==> config.mk <==
export PLATFORM = sky130hd
export DESIGN_NAME = dir_home
export DESIGN_NICKNAME = d
export VERILOG_FILES = /design/src/rtl/dir_pkg.sv /design/src/rtl/dir_store.sv /design/src/rtl/dir_busy.sv /design/src/rtl/dir_ctrl.sv /design/src/rtl/dir_home.sv
export SDC_FILE = /design/constraint.sdc
export NUM_CORES = 1
export LEC_CHECK = 0
export ABC_CLOCK_PERIOD_IN_PS = 15700
export BUFFER_PORTS_ARGS = -buffer_cell sky130_fd_sc_hd__buf_4
export CAP_MARGIN = 20
export CORE_MARGIN = 2
export CORE_UTILIZATION = 30
export CTS_BUF_LIST = sky130_fd_sc_hd__clkbuf_4 sky130_fd_sc_hd__clkbuf_8
export DETAILED_ROUTE_END_ITERATION = 7
export PLACE_DENSITY = 0.44
export SETUP_SLACK_MARGIN = 0.5
export SYNTH_ARGS = -nofsm -noshare
export SYNTH_HDL_FRONTEND = slang
export SYNTH_SLANG_ARGS = --single-unit
==> constraint.sdc <==
create_clock -name clk -period 15.7 [get_ports clk]
set_input_delay 3.14 -clock clk [delete_from_list [all_inputs] [get_ports clk]]
set_output_delay 3.14 -clock clk [all_outputs]
set_load 0.05 [all_outputs]
==> src/rtl/dir_pkg.sv <==
package dir_pkg;

    typedef enum logic [1:0] {
        REQ_RD   = 2'd0,
        REQ_WR   = 2'd1,
        MSG_REV  = 2'd2,
        MSG_FREP = 2'd3
    } in_kind_e;

    typedef enum logic [2:0] {
        RSP_DATA     = 3'd0,
        RSP_OWNER    = 3'd1,
        RSP_DATAVEC  = 3'd2,
        FWD_FETCHINV = 3'd3,
        RSP_NACK     = 3'd4
    } out_kind_e;

    typedef enum logic {
        PEND_RD = 1'b0,
        PEND_WR = 1'b1
    } pend_kind_e;

    // index of the lowest set bit, 0 when none
    function automatic int unsigned first_set(input logic [31:0] v);
        int unsigned r;
        r = 0;
        for (int k = 31; k >= 0; k--) begin
            if (v[k]) r = k;
        end
        return r;
    endfunction

    // home word loaded into block idx at reset
    function automatic logic [63:0] init_word(input int unsigned idx);
        return 64'hA500 ^ 64'(idx);
    endfunction

endpackage

==> src/rtl/dir_store.sv <==
module dir_store
    import dir_pkg::*;
#(
    parameter int NODES  = 4,
    parameter int BLOCKS = 16,
    parameter int DATA_W = 16,
    localparam int BLK_W = $clog2(BLOCKS)
) (
    input  logic              clk,
    input  logic              rst,
    input  logic [BLK_W-1:0]  idx,
    output logic [NODES-1:0]  rd_pres,
    output logic              rd_dirty,
    output logic [DATA_W-1:0] rd_data,
    input  logic              ent_we,
    input  logic [NODES-1:0]  wr_pres,
    input  logic              wr_dirty,
    input  logic              mem_we,
    input  logic [DATA_W-1:0] mem_wdata
);

    logic [NODES-1:0]  pres_q  [BLOCKS];
    logic [BLOCKS-1:0] dirty_q;
    logic [DATA_W-1:0] mem_q   [BLOCKS];

    for (genvar b = 0; b < BLOCKS; b++) begin : g_ent
        always_ff @(posedge clk) begin
            if (rst) begin
                pres_q[b]  <= '0;
                dirty_q[b] <= 1'b0;
                mem_q[b]   <= DATA_W'(init_word(b));
            end else if (idx == BLK_W'(b)) begin
                if (ent_we) begin
                    pres_q[b]  <= wr_pres;
                    dirty_q[b] <= wr_dirty;
                end
                if (mem_we) begin
                    mem_q[b] <= mem_wdata;
                end
            end
        end

        // a modified block has a single holder
        p_dirty_onehot_r2: assert property (@(posedge clk) disable iff (rst)
            dirty_q[b] |-> ($countones(pres_q[b]) == 1));
    end

    assign rd_pres  = pres_q[idx];
    assign rd_dirty = dirty_q[idx];
    assign rd_data  = mem_q[idx];

endmodule

==> src/rtl/dir_busy.sv <==
module dir_busy
    import dir_pkg::*;
#(
    parameter int NODES  = 4,
    parameter int BLOCKS = 16,
    localparam int BLK_W  = $clog2(BLOCKS),
    localparam int NODE_W = $clog2(NODES)
) (
    input  logic              clk,
    input  logic              rst,
    input  logic [BLK_W-1:0]  idx,
    output logic              lk_busy,
    output pend_kind_e        lk_kind,
    output logic [NODE_W-1:0] lk_req,
    input  logic              set_en,
    input  pend_kind_e        set_kind,
    input  logic [NODE_W-1:0] set_req,
    input  logic              clr_en
);

    logic [BLOCKS-1:0] busy_q;
    logic [BLOCKS-1:0] kind_wr_q;
    logic [NODE_W-1:0] req_q [BLOCKS];

    for (genvar b = 0; b < BLOCKS; b++) begin : g_slot
        always_ff @(posedge clk) begin
            if (rst) begin
                busy_q[b]    <= 1'b0;
                kind_wr_q[b] <= 1'b0;
                req_q[b]     <= '0;
            end else if (idx == BLK_W'(b)) begin
                if (set_en) begin
                    busy_q[b]    <= 1'b1;
                    kind_wr_q[b] <= (set_kind == PEND_WR);
                    req_q[b]     <= set_req;
                end else if (clr_en) begin
                    busy_q[b] <= 1'b0;
                end
            end
        end
    end

    assign lk_busy = busy_q[idx];
    assign lk_kind = kind_wr_q[idx] ? PEND_WR : PEND_RD;
    assign lk_req  = req_q[idx];

    // a transaction is only opened on a free block
    p_open_free_r9: assert property (@(posedge clk) disable iff (rst)
        set_en |-> !busy_q[idx]);

    // only an open transaction is ever closed
    p_close_open_r10: assert property (@(posedge clk) disable iff (rst)
        clr_en |-> busy_q[idx]);

endmodule

==> src/rtl/dir_ctrl.sv <==
module dir_ctrl
    import dir_pkg::*;
#(
    parameter int NODES  = 4,
    parameter int BLOCKS = 16,
    parameter int DATA_W = 16,
    localparam int BLK_W  = $clog2(BLOCKS),
    localparam int NODE_W = $clog2(NODES)
) (
    input  logic              clk,
    input  logic              rst,
    input  logic              in_valid,
    output logic              in_ready,
    input  logic [1:0]        in_type,
    input  logic [NODE_W-1:0] in_src,
    input  logic [BLK_W-1:0]  in_blk,
    input  logic [DATA_W-1:0] in_data,
    output logic              out_valid,
    input  logic              out_ready,
    output logic [2:0]        out_type,
    output logic [NODE_W-1:0] out_dst,
    output logic [BLK_W-1:0]  out_blk,
    output logic [DATA_W-1:0] out_data,
    output logic [NODES-1:0]  out_vec,
    input  logic [NODES-1:0]  lk_pres,
    input  logic              lk_dirty,
    input  logic [DATA_W-1:0] lk_data,
    input  logic              lk_busy,
    input  pend_kind_e        lk_kind,
    input  logic [NODE_W-1:0] lk_req,
    output logic              ent_we,
    output logic [NODES-1:0]  wr_pres,
    output logic              wr_dirty,
    output logic              mem_we,
    output logic [DATA_W-1:0] mem_wdata,
    output logic              set_en,
    output pend_kind_e        set_kind,
    output logic              clr_en
);

    localparam logic [NODES-1:0] ONE = NODES'(1);

    typedef struct packed {
        out_kind_e         kind;
        logic [NODE_W-1:0] dst;
        logic [BLK_W-1:0]  blk;
        logic [DATA_W-1:0] data;
        logic [NODES-1:0]  vec;
    } rsp_t;

    typedef enum logic {S_IDLE, S_SEND} state_e;

    state_e            state_q;
    rsp_t              out_q;
    rsp_t              rsp_d;
    logic              rsp_en;
    logic              accept;
    in_kind_e          in_kind;
    logic [NODES-1:0]  req_bit;
    logic [NODES-1:0]  pend_bit;
    logic [NODE_W-1:0] owner;
    logic              from_owner;

    assign in_ready   = (state_q == S_IDLE);
    assign accept     = in_valid && in_ready;
    assign in_kind    = in_kind_e'(in_type);
    assign req_bit    = ONE << in_src;
    assign pend_bit   = ONE << lk_req;
    assign owner      = NODE_W'(first_set(32'(lk_pres)));
    assign from_owner = (in_src == owner);

    always_comb begin
        rsp_en    = 1'b0;
        rsp_d     = '0;
        rsp_d.kind = RSP_NACK;
        rsp_d.dst = in_src;
        rsp_d.blk = in_blk;
        ent_we    = 1'b0;
        wr_pres   = lk_pres;
        wr_dirty  = lk_dirty;
        mem_we    = 1'b0;
        mem_wdata = in_data;
        set_en    = 1'b0;
        set_kind  = PEND_RD;
        clr_en    = 1'b0;
        if (accept) begin
            unique case (in_kind)
                REQ_RD: begin
                    rsp_en = 1'b1;
                    if (lk_busy) begin
                        rsp_d.kind = RSP_NACK;
                    end else if (lk_dirty) begin
                        rsp_d.kind = RSP_OWNER;
                        rsp_d.data = DATA_W'(owner);
                        set_en     = 1'b1;
                        set_kind   = PEND_RD;
                    end else begin
                        rsp_d.kind = RSP_DATA;
                        rsp_d.data = lk_data;
                        ent_we     = 1'b1;
                        wr_pres    = lk_pres | req_bit;
                        wr_dirty   = 1'b0;
                    end
                end
                REQ_WR: begin
                    rsp_en = 1'b1;
                    if (lk_busy) begin
                        rsp_d.kind = RSP_NACK;
                    end else if (lk_dirty) begin
                        rsp_d.kind = FWD_FETCHINV;
                        rsp_d.dst  = owner;
                        set_en     = 1'b1;
                        set_kind   = PEND_WR;
                    end else begin
                        rsp_d.kind = RSP_DATAVEC;
                        rsp_d.data = lk_data;
                        rsp_d.vec  = lk_pres & ~req_bit;
                        ent_we     = 1'b1;
                        wr_pres    = req_bit;
                        wr_dirty   = 1'b1;
                    end
                end
                MSG_REV: begin
                    if (lk_busy && lk_kind == PEND_RD && from_owner) begin
                        mem_we   = 1'b1;
                        ent_we   = 1'b1;
                        wr_pres  = lk_pres | pend_bit;
                        wr_dirty = 1'b0;
                        clr_en   = 1'b1;
                    end
                end
                MSG_FREP: begin
                    if (lk_busy && lk_kind == PEND_WR && from_owner) begin
                        rsp_en     = 1'b1;
                        rsp_d.kind = RSP_DATA;
                        rsp_d.dst  = lk_req;
                        rsp_d.data = in_data;
                        mem_we     = 1'b1;
                        ent_we     = 1'b1;
                        wr_pres    = pend_bit;
                        wr_dirty   = 1'b1;
                        clr_en     = 1'b1;
                    end
                end
                default: ;
            endcase
        end
    end

    always_ff @(posedge clk) begin
        if (rst) begin
            state_q <= S_IDLE;
            out_q   <= '0;
        end else begin
            unique case (state_q)
                S_IDLE: if (rsp_en) begin
                    state_q <= S_SEND;
                    out_q   <= rsp_d;
                end
                S_SEND: if (out_ready) state_q <= S_IDLE;
                default: state_q <= S_IDLE;
            endcase
        end
    end

    assign out_valid = (state_q == S_SEND);
    assign out_type  = out_q.kind;
    assign out_dst   = out_q.dst;
    assign out_blk   = out_q.blk;
    assign out_data  = out_q.data;
    assign out_vec   = out_q.vec;

    // a stalled reply keeps every field
    p_hold_r11: assert property (@(posedge clk) disable iff (rst)
        (out_valid && !out_ready) |=> (out_valid && $stable(out_q)));

    // requests to a busy block are refused
    p_nack_busy_r9: assert property (@(posedge clk) disable iff (rst)
        (accept && (in_kind == REQ_RD || in_kind == REQ_WR) && lk_busy)
        |=> (out_valid && out_q.kind == RSP_NACK));

    // a clean read returns the stored word
    p_clean_read_r3: assert property (@(posedge clk) disable iff (rst)
        (accept && in_kind == REQ_RD && !lk_busy && !lk_dirty)
        |=> (out_q.kind == RSP_DATA && out_q.data == $past(lk_data)));

    // a revision never produces a reply
    p_rev_quiet_r5: assert property (@(posedge clk) disable iff (rst)
        (accept && in_kind == MSG_REV) |=> !out_valid);

endmodule

==> src/rtl/dir_home.sv <==
module dir_home
    import dir_pkg::*;
#(
    parameter int NODES  = 4,
    parameter int BLOCKS = 16,
    parameter int DATA_W = 16,
    localparam int BLK_W  = $clog2(BLOCKS),
    localparam int NODE_W = $clog2(NODES)
) (
    input  logic              clk,
    input  logic              rst,
    input  logic              in_valid,
    output logic              in_ready,
    input  logic [1:0]        in_type,
    input  logic [NODE_W-1:0] in_src,
    input  logic [BLK_W-1:0]  in_blk,
    input  logic [DATA_W-1:0] in_data,
    output logic              out_valid,
    input  logic              out_ready,
    output logic [2:0]        out_type,
    output logic [NODE_W-1:0] out_dst,
    output logic [BLK_W-1:0]  out_blk,
    output logic [DATA_W-1:0] out_data,
    output logic [NODES-1:0]  out_vec
);

    logic [NODES-1:0]  lk_pres;
    logic              lk_dirty;
    logic [DATA_W-1:0] lk_data;
    logic              lk_busy;
    pend_kind_e        lk_kind;
    logic [NODE_W-1:0] lk_req;
    logic              ent_we;
    logic [NODES-1:0]  wr_pres;
    logic              wr_dirty;
    logic              mem_we;
    logic [DATA_W-1:0] mem_wdata;
    logic              set_en;
    pend_kind_e        set_kind;
    logic              clr_en;

    dir_store #(.NODES(NODES), .BLOCKS(BLOCKS), .DATA_W(DATA_W)) u_store (
        .clk       (clk),
        .rst       (rst),
        .idx       (in_blk),
        .rd_pres   (lk_pres),
        .rd_dirty  (lk_dirty),
        .rd_data   (lk_data),
        .ent_we    (ent_we),
        .wr_pres   (wr_pres),
        .wr_dirty  (wr_dirty),
        .mem_we    (mem_we),
        .mem_wdata (mem_wdata)
    );

    dir_busy #(.NODES(NODES), .BLOCKS(BLOCKS)) u_busy (
        .clk      (clk),
        .rst      (rst),
        .idx      (in_blk),
        .lk_busy  (lk_busy),
        .lk_kind  (lk_kind),
        .lk_req   (lk_req),
        .set_en   (set_en),
        .set_kind (set_kind),
        .set_req  (in_src),
        .clr_en   (clr_en)
    );

    dir_ctrl #(.NODES(NODES), .BLOCKS(BLOCKS), .DATA_W(DATA_W)) u_ctrl (
        .clk       (clk),
        .rst       (rst),
        .in_valid  (in_valid),
        .in_ready  (in_ready),
        .in_type   (in_type),
        .in_src    (in_src),
        .in_blk    (in_blk),
        .in_data   (in_data),
        .out_valid (out_valid),
        .out_ready (out_ready),
        .out_type  (out_type),
        .out_dst   (out_dst),
        .out_blk   (out_blk),
        .out_data  (out_data),
        .out_vec   (out_vec),
        .lk_pres   (lk_pres),
        .lk_dirty  (lk_dirty),
        .lk_data   (lk_data),
        .lk_busy   (lk_busy),
        .lk_kind   (lk_kind),
        .lk_req    (lk_req),
        .ent_we    (ent_we),
        .wr_pres   (wr_pres),
        .wr_dirty  (wr_dirty),
        .mem_we    (mem_we),
        .mem_wdata (mem_wdata),
        .set_en    (set_en),
        .set_kind  (set_kind),
        .clr_en    (clr_en)
    );

endmodule

==> results of run 1 <==
## cells by family after synthesis
family / count (synthesis) / share of synthesized area [%]
AND/OR/NAND/NOR: 600 / 13.2
AO/OA/AOI/OAI: 242 / 8.18
XOR/XNOR: 1 / 0.0435
multiplexers: 146 / 14.7
buffers and inverters: 144 / 3.65
flip-flops: 430 / 60.2
## placed cells by master (no fill, tap or decap), drive strengths merged, types with 2 or more instances in the layout
master	instances
edfxtp	352
nor2	273
nand2	193
mux4	115
clkbuf	115
buf	83
dfxtp	78
o21ai	75
a21oi	70
nor3	50
nand3	38
clkinv	26
a311oi	24
inv	23
a31oi	22
mux2i	20
a221oi	15
nor2b	12
mux2	11
a211oi	6
nor4	6
nand2b	5
and2	5
o211ai	4
nand4	4
nor4b	4
o22ai	3
a22oi	3
or4	2
clkinvlp	2
bufinv	2
or2	2
or3	2
o41ai	2
o31ai	2
## power by group
part	internal [mW]	switching, mW	total (mW)
registers	1.26	0.0121	1.28
clock network	0.612	0.508	1.12
logic	0.0759	0.171	0.247
total	1.95	0.691	2.64
## metal layers
layer	GRT usage, %	vias up
met5	0	-
met4	4.93	0
met3	3.08	98
met2	33.1	508
met1	27.7	7254
li1	-	5988
## area by class of cell
cell class / count / area share [%]
Clock buffer: 115 / 6.07
Clock inverter: 34 / 1.05
Inverter: 19 / 0.316
Multi-Input combinational cell: 989 / 32.2
Sequential cell: 430 / 52.8
Tap cell: 873 / 4.75
Timing Repair Buffer: 83 / 2.85
## worst max path at each step
stage / from / end / slack [ns] / cells past startpoint
after global placement: in_blk[0] / u_store.pres_q[9][1] / 7.12 / 9
after detailed placement: in_blk[0] / u_store.pres_q[14][0] / 7.08 / 9
final: in_blk[0] / u_store.pres_q[11][0] / 7.90 / 10
after floorplan: in_blk[1] / u_store.mem_q[7][0] / 8.62 / 12
after CTS: in_blk[0] / u_store.pres_q[13][0] / 7.74 / 9
after global routing: in_blk[0] / u_store.pres_q[9][1] / 7.65 / 10
## state kept, by name, indices dropped and copies added (netlist names), 16 cells and up
| name | flops |
|---|---|
| u_store.mem_q | 256 |
| u_store.pres_q | 64 |
| u_busy.req_q | 32 |
| u_busy.busy_q | 16 |
| u_busy.kind_wr_q | 16 |
| u_ctrl.out_data | 16 |
| u_store.dirty_q | 16 |
## worst max-delay path, cell delays in order
cell	delay [ns]
buf_6	0.54
buf_4	0.37
buf_16	0.36
mux2i_1	0.32
and2_1	0.23
a221oi_2	0.09
o32a_1	0.53
o22ai_4	0.91
nand2_1	0.72
o21ai_0	0.72
## per-stage QoR
step	hold WS (ns)	area (µm²)
floorplan	0.432	20200
global placement	0.441	21300
detailed placement	0.451	21300
CTS	0.460	22900
global route	0.478	23000
finish	0.461	23000
==> impl_metrics.csv, run 1 <==
group,metric,value,unit
clocking,cts_resized,0,
synthesis,synthFlopType,"edfxtp_1",
route,wl_met3,3.75,mm
worst_setup_path,rrSetupSlack,10.85,ns
die,die_y,263,µm
worst_setup_path,crit_required,15.96,ns
placed_design,place.gp.congestion,0.825,
synthesis,synth.avg_cell_area,12.9,µm²
die,ios,59,
sta,period_minus_slack,7.80,ns
clocking,clkLatencyLatePin,0.68,ns
route,met2WireLength,33.8,mm
synthesis,synth-edff-count,352,
die,core_area,66800,µm²
route,routedWlPerCell,27.5,µm
sta,slew_headroom,24.1,%
route,drc,0,
cells_and_area,multi_input_area,7390,µm²
cells_and_area,seqCellArea,12100,µm²
clocking,cts_made_buffers,80,
placed_design,dp_cells,2392,
die,row_count,95,
cells_and_area,final_core_utilization,34.4,%
flow_run,maxCapViolations,0,
hold_path,hold_start,"u_ctrl.out_vec[1]",
sta,hold_viol_final,0,
power,power,2.64,mW
sta,rsz0062_at_grt,"false",
sta,post-route-period-util,49.7,%
route,firstDrtPassIters,5,
synthesis,synth-seq-cells,430,
worst_setup_path,end_kind,"flip-flop",
placed_design,place_ws,7.08,ns
sta,finalWorstSetupSlack,7.90,ns
sta,max_freq,128,MHz
die,die_w,263,µm
synthesis,yosysMostFrequentCell,"edfxtp_1",
worst_setup_path,crit-reg2reg-launch,"u_store.pres_q[2][0]",
hold_path,hold_class,"flip-flop to flip-flop",
sta,tns,0,ns
power,p_per_area,115,nW/µm²
clocking,hold_buffers,0,
global_route,grt_pass1_wl,101,mm
global_route,grt_start_max_net_pins,69,
sta,setup_viol,0,
synthesis,yosysSeqAreaShare,60.2,%
sta,finalMaxSlewViolations,0,
die,initial_core_util,30.2,%
die,fp.dieArea,69300,µm²
synthesis,synth_cell_types,81,
clocking,cts_tree,"done",
route,dr.max_layer_used,"met4",
clocking,clock-sinks,430,
synthesis,synth-warning-count,0,
synthesis,synth_cells,1563,
global_route,antenna_found_initial,1,
route,final_antenna_net_count,0,
route,vias,13800,
outcome,status,"completed",
cells_and_area,fillers,6620,
clocking,clk_pin_slew,0.06,ns
placed_design,hpwl,45.4,mm
cells_and_area,final_cells,2543,
clocking,htree_levels,3,
route,drtIter0Drc,1472,
cells_and_area,drive_above_1_share,23.8,%
route,viasPerCell,5.45,
worst_setup_path,crit_arrival,8.06,ns
synthesis,synth_top_cell_by_area,"edfxtp_1",
synthesis,ys_top_cells_by_area,"edfxtp_1 (52%), mux4_2 (11%), dfxtp_1 (7.7%), nor2_1 (4.9%), nand2_1 (3.6%)",
synthesis,async_flop_share,0,%
global_route,overflow,0,
global_route,grt_pass1_vias,13800,
power,leakagePower,7.11,nW
worst_setup_path,cp_max_fo,61,
clocking,clock_path_buffers,3,
worst_setup_path,crit_path_start_kind,"input port",
synthesis,syn_area,20200,µm²
sta,fin_skew,0.0614,ns
cells_and_area,n_antenna_cell,0,
hold_path,holdPathEnd,"u_ctrl.out_vec[1]",
worst_setup_path,rr_worst_depth,8,
synthesis,syn-num-nets,1591,
route,m1WireLength,30.8,mm
sta,max_slew.worst_pin.slew,1.14,ns
worst_setup_path,criticalPathCategory,"input port to flip-flop",
synthesis,yosys-top-cells-count,"edfxtp_1 (352), nor2_1 (264), nand2_1 (193)",
placed_design,io_buffers,58,
clocking,post_cts_buffers,0,
route,routed_wl,69.8,mm
global_route,grtUsageTotal,20.1,%
hold_path,min_delay_path_depth,2,
cells_and_area,nets,1631,
synthesis,synth_top_cell_area_share,52.4,%
worst_setup_path,timing.rr.end,"u_store.pres_q[11][0]",
power,irDropWorstVdd,0.0000497,V
clocking,cts-root-buf,"clkbuf_8",
cells_and_area,syn_to_final_growth,14.0,%
Power figures use the tool's default switching activity.
==> run 2, diff against run 1 <==
- ABC_CLOCK_PERIOD_IN_PS: 15700 -> 7500
- clock period: 15.7 -> 7.5 ns (I/O delays scaled with it)
==> impl_metrics.csv, run 2 (synthesized netlist as in run 1, its figures left out) <==
group,metric,value,unit
clocking,htree_levels,3,
cells_and_area,syn_to_final_growth,13.8,%
power,power_frac_seq,49.2,%
sta,finalWorstSetupSlack,2.05,ns
clocking,cts_tree,"done",
route,drc,0,
sta,fin_skew,0.0487,ns
sta,tns,0,ns
die,core_area,66800,µm²
route,routedWlPerCell,27.1,µm
clocking,cts-root-buf,"clkbuf_8",
cells_and_area,final_cell_mix,"edfxtp_1 (352), nor2_1 (264), nand2_1 (193)",
sta,max_slew.worst_pin.slew,1.16,ns
hold_path,hold_class,"flip-flop to flip-flop",
worst_setup_path,crit_required,7.78,ns
global_route,grtUsageTotal,19.9,%
die,die_w,263,µm
cells_and_area,mostFrequentLayoutCell,"edfxtp_1",
die,ios,59,
die,die_y,263,µm
power,p_comb_share,9.4,%
cells_and_area,fillers,6634,
power,power.switching,1.41,mW
power,irDropWorstVdd,0.000103,V
die,initial_core_util,30.2,%
die,fp.dieArea,69300,µm²
route,viasPerCell,5.42,
placed_design,dp_cells,2398,
global_route,antenna_found_initial,2,
power,switching_share,26.0,%
cells_and_area,largest_reg_flops,256,
power,leakagePower,7.11,nW
clocking,clock-sinks,430,
cells_and_area,final_cells,2542,
sta,max_freq,184,MHz
placed_design,place.gp.congestion,0.847,
flow_run,maxCapViolations,0,
sta,setup_viol,0,
route,vias,13800,
route,routed_wl,69.0,mm
sta,post-route-period-util,72.6,%
clocking,cts_resized,0,
worst_setup_path,cp_max_fo,41,
sta,finalMaxSlewViolations,0,
worst_setup_path,crit_path_start_kind,"input port",
global_route,grt_pass1_vias,13700,
placed_design,place_ws,1.39,ns
route,firstDrtPassIters,5,
clocking,cts_made_buffers,77,
power,intPower,4.02,mW
die,row_count,95,
clocking,post_cts_buffers,0,
clocking,clock_path_buffers,3,
global_route,grt_pass1_wl,99.8,mm
outcome,status,"completed",
worst_setup_path,crit_arrival,5.72,ns
sta,period_minus_slack,5.45,ns
global_route,grt_start_max_net_pins,71,
cells_and_area,largestRegisters,"u_store.mem_q (256), u_store.pres_q (64), u_busy.req_q (32)",
worst_setup_path,rrSetupSlack,3.10,ns
placed_design,hpwl,46.8,mm
power,p_per_area,237,nW/µm²
route,final_antenna_net_count,0,
worst_setup_path,criticalPathCategory,"input port to flip-flop",
route,drtIter0Drc,1319,
sta,slew_headroom,22.3,%
global_route,overflow,0,
cells_and_area,final_core_utilization,34.3,%
worst_setup_path,end_kind,"flip-flop",
power,pwr-share-clk,41.4,%
placed_design,io_buffers,58,
cells_and_area,top_register,"u_store.mem_q",
cells_and_area,drive_above_1_share,23.9,%
sta,rsz0062_at_grt,"false",
clocking,hold_buffers,0,
sta,hold_viol_final,0,
clocking,clk_pin_slew,0.06,ns
cells_and_area,nets,1634,
clocking,clkLatencyLatePin,0.69,ns
run 2: changes by cell type in the layout (fill, tap and decap cells not counted), sizes merged:
cell / previous run / this run
buf: 83 / 88
bufinv: 2 / 1
clkbuf: 115 / 117
clkinv: 26 / 17
diode: 0 / 2
dlymetal6s2s: 0 / 1
inv: 23 / 22
run 2: power groups by stage:
stage	Combinational, mW	Clock [mW]	Sequential, mW
3_5_place_dp	0.511	0	2.72
6_report	0.511	2.25	2.67
4_1_cts	0.512	2.29	2.67
3_3_place_gp	0.511	0	2.72
2_1_floorplan	0.309	0	2.74
5_1_grt	0.539	2.39	2.68
run 2: worst paths after layout:
kind / endpoint / from / cells after the start
worst min register to register: u_ctrl.out_vec[3] / u_ctrl.out_vec[3] / 2
worst max-delay path: u_store.mem_q[7][1] / in_blk[1] / 9
worst min-delay path: u_ctrl.out_vec[3] / u_ctrl.out_vec[3] / 2
worst max register to register: u_store.mem_q[7][1] / u_store.pres_q[2][0] / 8
run 2: through the flow:
step	cell area [µm²]	total power, mW	hold WS, ns
after floorplan	20200	3.05	0.432
after global routing	22900	5.61	0.475
final	22900	5.43	0.455
after global placement	21400	3.23	0.443
after detailed placement	21400	3.23	0.450
after CTS	22900	5.48	0.458
run 2: per-layer routing:
layer  GRT usage, %  wire length (µm)  up-vias
li1               -                 -     5997
met1           27.1             30100     7120
met2           32.0             32400      535
met3           4.16              4460      117
met4           6.19              1990        0
met5              0                 0        -
run 2: worst max-delay path: stages:
cell	delay (ns)
buf_4	0.49
mux4_1	0.66
mux2i_1	0.15
mux2_2	0.24
a31oi_1	0.12
o32a_1	0.58
or3_2	0.81
buf_12	0.29
o21ai_2	0.80
run 2: final cells by class:
class                      instances  area, µm²  area share (%)
antenna                            2       5.00          0.0218
clock buffer                     117       1380            6.01
clock inverter                    23        163           0.709
inverter                          19       72.6           0.316
multi-input combinational        989       7390            32.2
sequential                       430      12100            52.9
tap                              873       1090            4.76
timing repair buffer              89        693            3.02
